## config.mk

```make
export PLATFORM = sky130hd
export DESIGN_NAME = capture_buf
export DESIGN_NICKNAME = d
export VERILOG_FILES = /design/src/rtl/capture_buf_pkg.sv /design/src/rtl/capture_buf_ctrl.sv /design/src/rtl/capture_buf_dp.sv /design/src/rtl/capture_buf.sv
export SDC_FILE = /design/constraint.sdc
export NUM_CORES = 1
export LEC_CHECK = 0
export ABC_CLOCK_PERIOD_IN_PS = 6680
export BUFFER_PORTS_ARGS = -buffer_cell sky130_fd_sc_hd__buf_2
export CORE_AREA = 2 2 126 159
export CTS_CLUSTER_DIAMETER = 60
export DETAILED_ROUTE_END_ITERATION = 10
export DIE_AREA = 0 0 128 161
export GPL_ROUTABILITY_DRIVEN = 0
export PLACE_DENSITY = 0.55
export SETUP_SLACK_MARGIN = 0.15
export SYNTH_ARGS = -nofsm -noshare
export SYNTH_HDL_FRONTEND = slang
export SYNTH_SLANG_ARGS = --single-unit
```

## constraint.sdc

```tcl
create_clock -name clk -period 6.68 [get_ports clk]
set_input_delay 0.334 -clock clk [delete_from_list [all_inputs] [get_ports clk]]
set_output_delay 0.334 -clock clk [all_outputs]
set_load 0.05 [all_outputs]
```

## src/rtl/capture_buf_pkg.sv

```systemverilog
package capture_buf_pkg;

  typedef enum logic [2:0] {
    ST_IDLE,
    ST_FILL,
    ST_WAIT,
    ST_POST,
    ST_DONE
  } capState_t;

  typedef struct packed {
    logic clr;       // restart: pointer and trigger mark to zero
    logic wrEn;      // write probe sample at the write pointer
    logic markTrig;  // the current write is the trigger sample
  } capStrobe_t;

endpackage

```

## src/rtl/capture_buf_ctrl.sv

```systemverilog
module capture_buf_ctrl
  import capture_buf_pkg::*;
#(
  parameter int DEPTH  = 16,
  parameter int ADDR_W = $clog2(DEPTH)
) (
  input  logic              clk,
  input  logic              rstN,
  input  logic              armReq,
  input  logic [ADDR_W-1:0] trigPos,
  input  logic              trigIn,
  input  logic              qualEn,
  input  logic              qualIn,
  output capStrobe_t        stb,
  output logic              busy,
  output logic              done,
  output logic [ADDR_W-1:0] preValid
);

  localparam logic [ADDR_W:0] DEPTH_V = ADDR_W'(DEPTH - 1) + 1'b1;

  capState_t         state;
  logic [ADDR_W-1:0] posReg;
  logic [ADDR_W-1:0] preCnt;
  logic [ADDR_W:0]   postLeft;
  logic              qual;
  logic              armed;

  assign qual  = !qualEn || qualIn;
  assign armed = (state == ST_FILL) || (state == ST_WAIT);
  assign busy  = armed || (state == ST_POST);
  assign done  = (state == ST_DONE);
  assign preValid = preCnt;

  always_comb begin
    stb.clr      = armReq;
    stb.markTrig = !armReq && armed && trigIn;
    stb.wrEn     = !armReq && ((armed && (trigIn || qual)) ||
                               ((state == ST_POST) && qual));
  end

  always_ff @(posedge clk or negedge rstN) begin
    if (!rstN) begin
      state    <= ST_IDLE;
      posReg   <= '0;
      preCnt   <= '0;
      postLeft <= '0;
    end else if (armReq) begin
      posReg <= trigPos;
      preCnt <= '0;
      state  <= (trigPos == '0) ? ST_WAIT : ST_FILL;
    end else begin
      unique case (state)
        ST_FILL, ST_WAIT: begin
          if (trigIn) begin
            postLeft <= DEPTH_V - {1'b0, posReg} - 1'b1;
            state    <= (posReg == ADDR_W'(DEPTH - 1)) ? ST_DONE : ST_POST;
          end else if (qual && state == ST_FILL) begin
            preCnt <= preCnt + 1'b1;
            if (ADDR_W'(preCnt + 1'b1) == posReg) state <= ST_WAIT;
          end
        end
        ST_POST: begin
          if (qual) begin
            postLeft <= postLeft - 1'b1;
            if (postLeft == 1) state <= ST_DONE;
          end
        end
        default: ;
      endcase
    end
  end

  a_r2_arm_starts: assert property (@(posedge clk) disable iff (!rstN)
    armReq |=> (busy && !done));

  a_r5_done_sticky: assert property (@(posedge clk) disable iff (!rstN)
    (done && !armReq) |=> done);

  a_r7_pre_bounded: assert property (@(posedge clk) disable iff (!rstN)
    busy |-> (preCnt <= posReg));

  a_r1_idle_trig_ignored: assert property (@(posedge clk) disable iff (!rstN)
    ((state == ST_IDLE) && !armReq) |=> !busy);

endmodule

```

## src/rtl/capture_buf_dp.sv

```systemverilog
module capture_buf_dp
  import capture_buf_pkg::*;
#(
  parameter int DEPTH  = 16,
  parameter int DATA_W = 8,
  parameter int ADDR_W = $clog2(DEPTH)
) (
  input  logic              clk,
  input  logic              rstN,
  input  capStrobe_t        stb,
  input  logic              done,
  input  logic [DATA_W-1:0] probeData,
  input  logic [ADDR_W-1:0] preValid,
  input  logic [ADDR_W-1:0] rdIdx,
  output logic [ADDR_W-1:0] trigAddr,
  output logic [DATA_W-1:0] rdData
);

  logic [DATA_W-1:0] mem [DEPTH];
  logic [ADDR_W-1:0] wrPtr;
  logic [ADDR_W-1:0] rdAddr;

  always_ff @(posedge clk or negedge rstN) begin
    if (!rstN) begin
      wrPtr    <= '0;
      trigAddr <= '0;
    end else if (stb.clr) begin
      wrPtr    <= '0;
      trigAddr <= '0;
    end else begin
      if (stb.wrEn) wrPtr <= wrPtr + 1'b1;
      if (stb.markTrig) trigAddr <= wrPtr;
    end
  end

  always_ff @(posedge clk) begin
    if (stb.wrEn) mem[wrPtr] <= probeData;
  end

  // oldest sample sits preValid entries before the trigger
  assign rdAddr = trigAddr - preValid + rdIdx;
  assign rdData = mem[rdAddr];

  a_r5_no_write_done: assert property (@(posedge clk) disable iff (!rstN)
    done |-> !stb.wrEn);

  a_r4_trig_is_written: assert property (@(posedge clk) disable iff (!rstN)
    stb.markTrig |-> stb.wrEn);

  a_r10_mark_held: assert property (@(posedge clk) disable iff (!rstN)
    (done && !stb.clr) |=> $stable(trigAddr));

endmodule

```

## src/rtl/capture_buf.sv

```systemverilog
module capture_buf
  import capture_buf_pkg::*;
#(
  parameter int DEPTH  = 16,
  parameter int DATA_W = 8,
  parameter int ADDR_W = $clog2(DEPTH)
) (
  input  logic              clk,
  input  logic              rstN,
  input  logic              armReq,
  input  logic [ADDR_W-1:0] trigPos,
  input  logic              trigIn,
  input  logic              qualEn,
  input  logic              qualIn,
  input  logic [DATA_W-1:0] probeData,
  output logic              busy,
  output logic              done,
  output logic [ADDR_W-1:0] trigAddr,
  output logic [ADDR_W-1:0] preValid,
  input  logic [ADDR_W-1:0] rdIdx,
  output logic [DATA_W-1:0] rdData
);

  capStrobe_t stb;

  capture_buf_ctrl #(.DEPTH(DEPTH), .ADDR_W(ADDR_W)) u_ctrl (
    .clk(clk), .rstN(rstN), .armReq(armReq), .trigPos(trigPos),
    .trigIn(trigIn), .qualEn(qualEn), .qualIn(qualIn), .stb(stb),
    .busy(busy), .done(done), .preValid(preValid)
  );

  capture_buf_dp #(.DEPTH(DEPTH), .DATA_W(DATA_W), .ADDR_W(ADDR_W)) u_dp (
    .clk(clk), .rstN(rstN), .stb(stb), .done(done), .probeData(probeData),
    .preValid(preValid), .rdIdx(rdIdx), .trigAddr(trigAddr), .rdData(rdData)
  );

endmodule

```

# Yosys cells after proc, flatten, opt, wreduce, memory -nomap -nowiden

Memory sizes are Yosys's and may differ from the RTL's.
Cells that the tools add are included.

Register bits: 24
Output and inout bits: 18
Memories: 1
Bits in writable memories: 128

Muxes and demuxes: 22
Eq/ne operators: 14
Bitwise gates (word level): 1
$add $sub $neg: 7
Reduce and logical (&&, ||, !) cells: 24

Memories:

| name     | depth | bits a word | read ports | clocked after Yosys merged registers in | write ports | line                 | source |
|---|---|---|---|---|---|---|---|
| u_dp.mem | 16    | 8           | 1          | 0                                       | 1           | capture_buf_dp.sv:19 | `logic [DATA_W-1:0] mem [DEPTH];` |

Operator list:

| cell                  | number |
|---|---|
| $mux W4               | 8 |
| $mux W3               | 7 |
| $mux W5               | 2 |
| $pmux W5 S2           | 1 |
| $reduce_bool A2 Y1    | 5 |
| $sub A5 B1 Y5 const B | 2 |
| $add A4 B1 Y4 const B | 2 |
| $ne A4 B3 Y1 const B  | 2 |
| $eq A3 B2 Y1 const B  | 2 |
| $logic_and A1 B1 Y1   | 6 |
| $pmux W3 S2           | 1 |
| $eq A5 B1 Y1 const B  | 1 |
| $logic_or A1 B1 Y1    | 5 |
| $reduce_and A5 Y1     | 1 |
| $sub A5 B4 Y5 const A | 1 |
| $add A4 B4 Y4         | 1 |
| $eq A4 B4 Y1          | 1 |
| $eq A4 B4 Y1 const B  | 1 |
| $logic_not A4 Y1      | 1 |
| $ne A2 B2 Y1 const B  | 2 |
| $reduce_and A4 Y1     | 1 |
| $sub A4 B4 Y4         | 1 |
| $eq A3 B1 Y1 const B  | 1 |
| $eq A3 B3 Y1 const B  | 1 |
| 10 further kinds      | 12 |

# Logic depth before layout (Yosys ltp)

Gate-level depths: netlist of run 1.

Depth after elaboration: 8
Gate-level depth with buffers: 10
Mapped depth without buffers: 9

# Hierarchy

Synthesis of run 1 repeated with hierarchy kept, for this count alone.

Cells, all modules: 504
Area total of the unflattened synthesis: 6902.9 um2

Modules (own cells, without submodules):

| module           | cells an instance | area each (um2) | seq. area each (um2) | instances |
|---|---|---|---|---|
| capture_buf_dp   | 383               | 5816.8          | 4043.9               | 1 |
| capture_buf_ctrl | 121               | 1086.0          | 400.4                | 1 |

# Worst setup path after synthesis of run 1

Ideal clock, no wire load.

Path type: register -> output
Start: reg u_dp.trigAddr[1]
End: out rdData[5]
Cell stages (with the launch flop): 10
Data arrival time: 3466 ps
Slack: 2880 ps
Cell sequence: dfrtp_1 inv_1 fa_1 inv_1 fa_1 buf_2 buf_2 mux4_2 mux2i_1 a21oi_1

Word-level cells in the longest chain between the ends: 3

RTL lines:

| element                | line                 | source |
|---|---|---|
| start, declared        | capture_buf_dp.sv:15 | `output logic [ADDR_W-1:0] trigAddr,` |
| start signal, assigned | capture_buf_dp.sv:32 | `if (stb.markTrig) trigAddr <= wrPtr;` |
| $sub A4 B4 Y4          | capture_buf_dp.sv:41 | `assign rdAddr = trigAddr - preValid + rdIdx;` |
| $add A4 B4 Y4          | capture_buf_dp.sv:41 |  |
| $mem_v2 Z16 W8         | --                   |  |
| end, declared          | capture_buf.sv:21    | `output logic [DATA_W-1:0] rdData` |

No other way between the ends.

# Worst setup path in the final report of run 1

Start: reg u_ctrl.preCnt[1], in the netlist u_ctrl.preValid[1]
End: out rdData[0]

Word-level cells in the longest chain between the ends: 3

RTL lines:

| element                | line                   | source |
|---|---|---|
| start, declared        | capture_buf_ctrl.sv:24 | `logic [ADDR_W-1:0] preCnt;` |
| start signal, assigned | capture_buf_ctrl.sv:59 | `preCnt <= preCnt + 1'b1;` |
| $sub A4 B4 Y4          | capture_buf_dp.sv:41   |  |
| $add A4 B4 Y4          | capture_buf_dp.sv:41   |  |
| $mem_v2 Z16 W8         | --                     |  |

No other way between the ends.

==> results of run 1 <==
layer usage:
layer  vias to the layer above  GRT usage [%]
li1                       1631              -
met1                      1833           17.6
met2                        87           22.5
met3                        15           3.48
met4                         0           5.94
met5                         -              0
worst max-delay path, delay by kind of cell, from the launching register on:
family / cells / cell delay (ps)
fa+ha+maj: 2 / 1050
simple gates: 1 / 140
buf+inv: 3 / 740
compound gates: 2 / 330
mux: 1 / 370
flops: 1 / 450
placed cells by master, fill, tap and decap left out, types with 3 or more instances in the layout:
master / count
ha_1: 10
mux2_2: 4
fa_1: 3
nand2_1: 18
a21oi_1: 19
dfrtp_1: 24
edfxtp_1: 128
nor2b_1: 9
nand3_1: 10
xnor2_1: 12
buf_4: 3
mux4_2: 32
nor3_1: 4
buf_2: 39
inv_1: 18
xor2_1: 6
nor2_1: 31
o21ai_0: 4
a211oi_1: 8
clkbuf_16: 17
clkinv_4: 3
inv_6: 3
or3_1: 4
mux2i_1: 10
clkinvlp_4: 3
power groups by stage:
stage	logic (mW)	clock network, mW	registers [mW]
2_1_floorplan	0.989	0	1.16
3_3_place_gp	1.24	0	1.18
3_5_place_dp	1.25	0	1.18
4_1_cts	1.25	0.956	1.16
5_1_grt	1.33	0.991	1.17
6_report	1.23	0.932	1.16
metrics by stage:
| stage | setup WS, ps | hold slack [ps] | power (mW) |
|---|---|---|---|
| 2_1_floorplan | 2880 | 38.4 | 2.15 |
| 3_3_place_gp | 3250 | 359 | 2.42 |
| 3_5_place_dp | 3220 | 366 | 2.43 |
| 4_1_cts | 2760 | 144 | 3.37 |
| 5_1_grt | 2600 | 154 | 3.50 |
| 6_report | 2810 | 163 | 3.32 |
worst max path at each step:
stage                                        start   endpoint  slack, ps  cells past startpoint
global placement    u_ctrl.preValid[1]$_DFFE_PN0P_  rdData[7]       3250                      9
CTS                 u_ctrl.preValid[1]$_DFFE_PN0P_  rdData[1]       2760                      9
finish              u_ctrl.preValid[1]$_DFFE_PN0P_  rdData[0]       2810                      9
global route        u_ctrl.preValid[1]$_DFFE_PN0P_  rdData[7]       2600                      9
detailed placement  u_ctrl.preValid[1]$_DFFE_PN0P_  rdData[7]       3220                      9
floorplan             u_dp.trigAddr[1]$_DFFE_PN0P_  rdData[5]       2880                      9
kinds of logic after synthesis:
logic type | share of synthesized area (%)
DFF | 67.1
and+or+nand+nor | 6.50
muxes | 13.3
AOI/OAI and AO/OA | 4.78
buffers and inverters | 2.51
xor gates and xnor gates | 2.76
adders and majority gates | 2.99
state kept, by name, summed over array words and instances (netlist names):
register	cells
u_ctrl.postLeft	5
u_dp.mem	128
u_dp.wrPtr	4
u_ctrl.preValid	4
u_ctrl.state	3
u_ctrl.posReg	4
u_dp.trigAddr	4
area by class of cell:
class / instances / area (um2)
Sequential cell: 152 / 4440
Clock inverter: 13 / 145
Fill cell: 1775 / 11500
Clock buffer: 19 / 433
Inverter: 18 / 67.6
Timing Repair Buffer: 43 / 228
Multi-Input combinational cell: 214 / 2020
Tap cell: 236 / 295
timing repair:
item                                    4_1_cts  5_1_grt
hold buffers                                  1        0
endpoints found under the hold margin        24        0
endpoints found under the setup margin        0        0
synth_stat cells, types with 2 or more instances:
cell	count
nand2b_1	2
a31oi_1	2
or3_1	4
fa_1	3
nor3_1	4
xnor2_1	13
clkbuf_1	3
o21ai_0	4
nor2_1	31
nor2b_1	9
buf_1	2
mux4_2	32
dfrtp_1	24
nand4_1	2
mux2i_1	10
buf_6	2
nand3_1	10
nand2_1	18
a21oi_1	19
ha_1	11
xor2_1	6
edfxtp_1	128
inv_1	18
a211oi_1	8
buf_2	7
mux2_2	4
buf_4	3
==> summary.md, run 1 <==
| Metric | Value |
|---|---|
| Routed length per instance | `19.3 um` |
| Placed Area | `7040 um2` |
| Synthesized area | `about 6600 um2` |
| Most frequent cell on the critical path | `fa_1` |
| Post-Route Utilization | `39.9%` |
| Crit start category | `flop` |
| Final Routed Wirelength | `13.4 mm` |
| Clock power share | `28.1%` |
| Slew @ Worst Pin | `959 ps` |
| M1 WL | `6.02 mm` |
| Top FF cell, synth | `edfxtp_1` |
| Highest routing layer actually used | `met4` |
| Sw frac | `36.3%` |
| Gate power share | `37.0%` |
| CTS resizes | `0` |
| Slew HR | `around 36%` |
| Drt drc | `0` |
| Post-Layout Inst Area | `7630 um2` |
| HPWL after DPL | `8.83 mm` |
| Number of non-filler instances in the completed layout | `695` |
| FF+latch count, synth | `152` |
| Number of core rows | `57` |
| Pwr Density | `436 nW/um2` |
| # IOs | `40` |
| Worst path cell trace | `fa_1 -> inv_1 -> fa_1 -> buf_4 -> mux4_2 -> nor2b_1 -> a211oi_1 -> a21oi_1 -> buf_2` |
| Mapped Nets | `~440` |
| Final critical-path share of the clock period | `57.9%` |
| Final setup viols | `0` |
| DR iter-0 viols | `296` |
| FF-to-FF Start | `u_ctrl.state[2]$_DFFE_PN0P_` |
| Vias/cell | `5.13` |
| Die width | `128 um` |
| Critical path's slowest cell | `fa_1` |
| Crit path max fanout | `32` |
| Layout cell share with drive strength beyond 1 | `26.1%` |
| Clk buf depth | `2` |
| Crit path capture type | `output port` |
| Number of enable flip-flop cells after synthesis | `128` |
| Minimum clock period | `3870 ps` |
| Critical path class | `flop to output port` |
| Fin. Hold Viols | `0` |
| Asr flop ratio synth | `~16%` |
| Final-report max-slew violation count | `0` |
| Number of global-route vias before repair | `3760` |
| Worst Hold Class | `input pin to flop` |
| Avg Cell Area, Syn | `16.5 um2` |
| Postcts setup bufs | `0` |
| Reg2reg path depth | `4` |
| Drt pass-1 iters | `4` |
| P_sw | `1.21 mW` |
| CP required | `6350 ps` |
| Hold Path Cell Cnt | `2` |
| Largest net degree at the start of global routing | `33` |
| Area delta synth->final | `15.3%` |
| Worst-path clk slew | `~60 ps` |
| Yosys cell types | `between 40 and 50` |
| Worst VDD drop | `0.000281 V` |
| Port Buffers | `39` |
| Die height | `161 um` |
| Sink Count | `152` |
| Max-Cap Viols | `0` |
| Synth warnings | `0` |
| Global-route wire length before repair | `20.9 mm` |
| Arrival time at the worst endpoint | `around 3500 ps` |
| Origin of the worst min-delay path | `trigPos[2]` |
| Register area share after synthesis | `67.1%` |
| H-tree lvl count | `4` |
| CTS tree | `done` |
| Max stage delay on crit path | `~530 ps` |
| Fmax | `258 MHz` |
| Setup repair after global routing missed its margin | `false` |
| All-Layer GR Usage | `13.8%` |
| Seq pwr share | `34.9%` |
| CTS Root Cell | `clkbuf_16` |
| Setup TNS | `0 ps` |
| Status | `complete, no violations` |
| Initial core utilization | `between 30% and 40%` |
| Clk_skew | `7.66 ps` |
| Placed Cells | `662` |
| Synth area leader | `edfxtp_1` |
| Top cell type's share of synthesized area | `a little under 60%` |
| R2r endpoint | `u_dp.mem[0][3]$_DFFE_PP_` |
| CTS buffer count | `17` |
| Clk_lat worst skew | `420 ps` |
| N_diodes | `0` |
| Met2 wire len | `6.65 mm` |
| Antenna violations before repair | `0` |
| Met3 Wirelength | `between 500 and 600 um` |
| Via Count | `around 3600` |
| Die area | `20600 um2` |
| Total congestion overflow | `0` |
| Antenna Violating Nets Remaining | `0` |
| # nets final | `around 480` |
| Post-Syn Instances | `between 400 and 500` |
| Leakage | `2.66 nW` |
| Largest cells by area after synthesis | `edfxtp_1, mux4_2, dfrtp_1` |
| Core Region | `19100 um2` |
| Worst hold endpoint | `u_ctrl.posReg[2]$_DFFE_PN0P_` |
| Reg2Reg Setup Slack | `4210 ps` |
| Internal | `2.12 mW` |
(Power assumes the default switching activity.)
==> inputs of run 2 (changes only) <==
--- a/config.mk
+++ b/config.mk
@@ -5,14 +5,14 @@
 export SDC_FILE = /design/constraint.sdc
 export NUM_CORES = 1
 export LEC_CHECK = 0
-export ABC_CLOCK_PERIOD_IN_PS = 6680
+export ABC_CLOCK_PERIOD_IN_PS = 3500
 export BUFFER_PORTS_ARGS = -buffer_cell sky130_fd_sc_hd__buf_2
 export CORE_AREA = 2 2 126 159
 export CTS_CLUSTER_DIAMETER = 60
 export DETAILED_ROUTE_END_ITERATION = 10
 export DIE_AREA = 0 0 128 161
 export GPL_ROUTABILITY_DRIVEN = 0
-export PLACE_DENSITY = 0.55
+export PLACE_DENSITY = 0.57
 export SETUP_SLACK_MARGIN = 0.15
 export SYNTH_ARGS = -nofsm -noshare
 export SYNTH_HDL_FRONTEND = slang
==> constraint.sdc (replaced) <==
create_clock -name clk -period 3.5 [get_ports clk]
set_input_delay 0.175 -clock clk [delete_from_list [all_inputs] [get_ports clk]]
set_output_delay 0.175 -clock clk [all_outputs]
set_load 0.05 [all_outputs]
==> run 2 against run 1 <==
Compared with the run above: hold slack lost 29 ps; clock skew shrank 3.9 ps; first-iteration DRC count shrank 8.4%; flip-flop and latch count is the same; clock-buffer cell count shrank 1; non-clock buffer count increased by 21; clock power rose by 100%; register-to-register slack worse by 3200 ps; critical path depth grew 1; critical endpoint is now rdData[2].
==> summary.md, run 2 (synthesis gave the netlist of run 1 again) <==
| Metric | Value |
|---|---|
| Global-route wire length before repair | `21.8 mm (+4.3%)` |
| Placed Cells | `672 (+1.5%)` |
| Worst-path clk slew | `60 ps (about the same)` |
| Most frequent cell on the critical path | `inv_2` |
| Biggest register | `u_dp.mem` |
| Placed Area | `7170 um2 (+1.8%)` |
| Commonest non-fill, non-tap cells in the layout | `edfxtp_1, mux4_2, nor2_1, buf_2, dfrtp_1` |
| Final Routed Wirelength | `13.9 mm (+3.9%)` |
| Power Total | `7.04 mW (+110%)` |
| Final critical-path share of the clock period | `96.1%` |
| Via Count | `3661 (+2.7%)` |
| Post-Layout Inst Area | `8070 um2 (+5.8%)` |
| Clk_lat worst skew | `420 ps (about the same)` |
| Layout cell share with drive strength beyond 1 | `33.8% (+7.6 points)` |
| Routed length per instance | `19.5 um (+0.85%)` |
| Crit start category | `flop` |
| HPWL after DPL | `9.14 mm (+3.4%)` |
| Setup TNS | `0 ps (unchanged)` |
| Antenna Violating Nets Remaining | `0 (unchanged)` |
| Commonest non-fill, non-tap cell in the layout | `edfxtp_1` |
| Max reg flops | `128 (unchanged)` |
| Critical path's slowest cell | `fa_2` |
| Slew @ Worst Pin | `948 ps (-10.9 ps)` |
| Drt pass-1 iters | `5 (+1)` |
| Initial core utilization | `34.6% (unchanged)` |
| DR iter-0 viols | `271 (-8.4%)` |
| Antenna violations before repair | `0 (unchanged)` |
| Number of core rows | `57 (unchanged)` |
| Fin. Hold Viols | `0 (unchanged)` |
| Final-report max-slew violation count | `0 (unchanged)` |
| Worst path cell trace | `inv_2 -> fa_1 -> inv_2 -> fa_2 -> buf_12 -> buf_16 -> mux4_2 -> a211oi_2 -> a21oi_2 -> buf_4` |
| Number of non-filler instances in the completed layout | `716 (+3.0%)` |
| Final setup viols | `0 (unchanged)` |
| Vias/cell | `5.11 (-0.35%)` |
| Sink Count | `152 (unchanged)` |
| Clk_skew | `3.72 ps (-3.94 ps)` |
| Die width | `128 um (unchanged)` |
| Arrival time at the worst endpoint | `3190 ps (-350 ps)` |
| Worst Hold Class | `input pin to flop` |
| H-tree lvl count | `4 (unchanged)` |
| # nets final | `503 (+4.4%)` |
| Max stage delay on crit path | `580 ps (+50 ps)` |
| Max-Cap Viols | `0 (unchanged)` |
| CTS Root Cell | `clkbuf_16` |
| CP required | `3320 ps (-3030 ps)` |
| Die height | `161 um (unchanged)` |
| CTS tree | `done` |
| CTS buffer count | `17 (unchanged)` |
| Slew HR | `36.6% (+0.73 points)` |
| N_diodes | `0 (unchanged)` |
| Core Region | `19100 um2 (unchanged)` |
| All-Layer GR Usage | `14.4% (+0.59 points)` |
| Port Buffers | `39 (unchanged)` |
| Top Registers | `u_dp.mem x128, u_ctrl.postLeft x5` |
| Pwr Density | `872 nW/um2 (+100%)` |
| # IOs | `40 (unchanged)` |
| Minimum clock period | `about 3400 ps` |
| Crit path max fanout | `8 (-75%)` |
| Status | `complete, no violations` |
| Worst VDD drop | `0.000615 V (+120%)` |
| Total congestion overflow | `0 (unchanged)` |
| Setup repair after global routing missed its margin | `true` |
| Crit path capture type | `output port` |
| Critical path class | `flop to output port` |
| Die area | `20600 um2 (unchanged)` |
| Largest net degree at the start of global routing | `30 (-9.1%)` |
| Hold WS | `134 ps (-28.5 ps)` |
| Clk buf depth | `2 (unchanged)` |
| Area delta synth->final | `21.9%` |
| Fmax | `297 MHz` |
| Drt drc | `0 (unchanged)` |
| Leakage | `2.85 nW (+7.0%)` |
| Number of global-route vias before repair | `3879 (+3.2%)` |
run 2: cell count changes in the layout (fill, tap and decap cells not counted), sizes merged:
cell         delta
clkbuf          -1
clkinv          -2
dlygate4sd3     +4
bufinv          +1
buf            +17
clkinvlp        -2
inv             +4
run 2: where the power goes:
group	switching [mW]	internal (mW)	total (mW)
clock	0.756	1.14	1.90
combinational	1.65	1.29	2.94
sequential	0.112	2.09	2.20
run 2: path summary, 6_finish.rpt:
check | startpoint | end | slack [ps] | depth (start not counted)
setup / recovery | u_dp.trigAddr[1]$_DFFE_PN0P_ | rdData[2] | 140 | 10
hold / removal | trigIn | u_dp.trigAddr[3]$_DFFE_PN0P_ | 130 | 3
setup reg to reg | u_ctrl.state[2]$_DFFE_PN0P_ | u_dp.mem[15][5]$_DFFE_PP_ | 1010 | 4
hold reg to reg | u_ctrl.postLeft[4]$_DFFE_PN0P_ | u_ctrl.postLeft[4]$_DFFE_PN0P_ | 560 | 2
max in group asynchronous | rstN | u_ctrl.preValid[0]$_DFFE_PN0P_ | 2810 | 2
min in group asynchronous | rstN | u_ctrl.preValid[3]$_DFFE_PN0P_ | 280 | 2
run 2: layout make-up:
cell class / count / area, um2
Multi-Input combinational cell: 214 / 2130
Clock buffer: 18 / 429
Inverter: 18 / 67.6
Fill cell: 1722 / 11000
Sequential cell: 152 / 4450
Timing Repair Buffer: 64 / 512
Clock inverter: 14 / 186
Tap cell: 236 / 295
run 2: critical path, delay by kind of cell, from the launching register on:
family | cells | cell delay (ps)
AO/OA/AOI/OAI | 2 | 370
adder cells (fa/ha/maj) | 2 | 1130
multiplexers | 1 | 320
buffers and inverters | 5 | 600
flip-flops | 1 | 360
run 2: timing repair:
action,CTS,global route
resized for setup,33,2
pin swaps,6,2
endpoints found under the setup margin,8,8
hold buffers,5,0
endpoints found under the hold margin,28,0
cloned,2,0
setup buffers,5,0
run 2: metrics by stage:
stage,setup WS [ps],utilization [%]
2_1_floorplan,151,-
3_3_place_gp,247,37.5
3_5_place_dp,194,37.5
4_1_cts,95.2,42.2
5_1_grt,-6.50,42.2
6_report,137,42.2
run 2: per-layer routing:
layer | up-vias | share of wire, % | GRT usage, %
li1 | 1669 | - | -
met1 | 1875 | 43 | 17.5
met2 | 101 | 52 | 24.9
met3 | 16 | 4.1 | 3.84
met4 | 0 | 1.5 | 4.90
met5 | - | 0 | 0
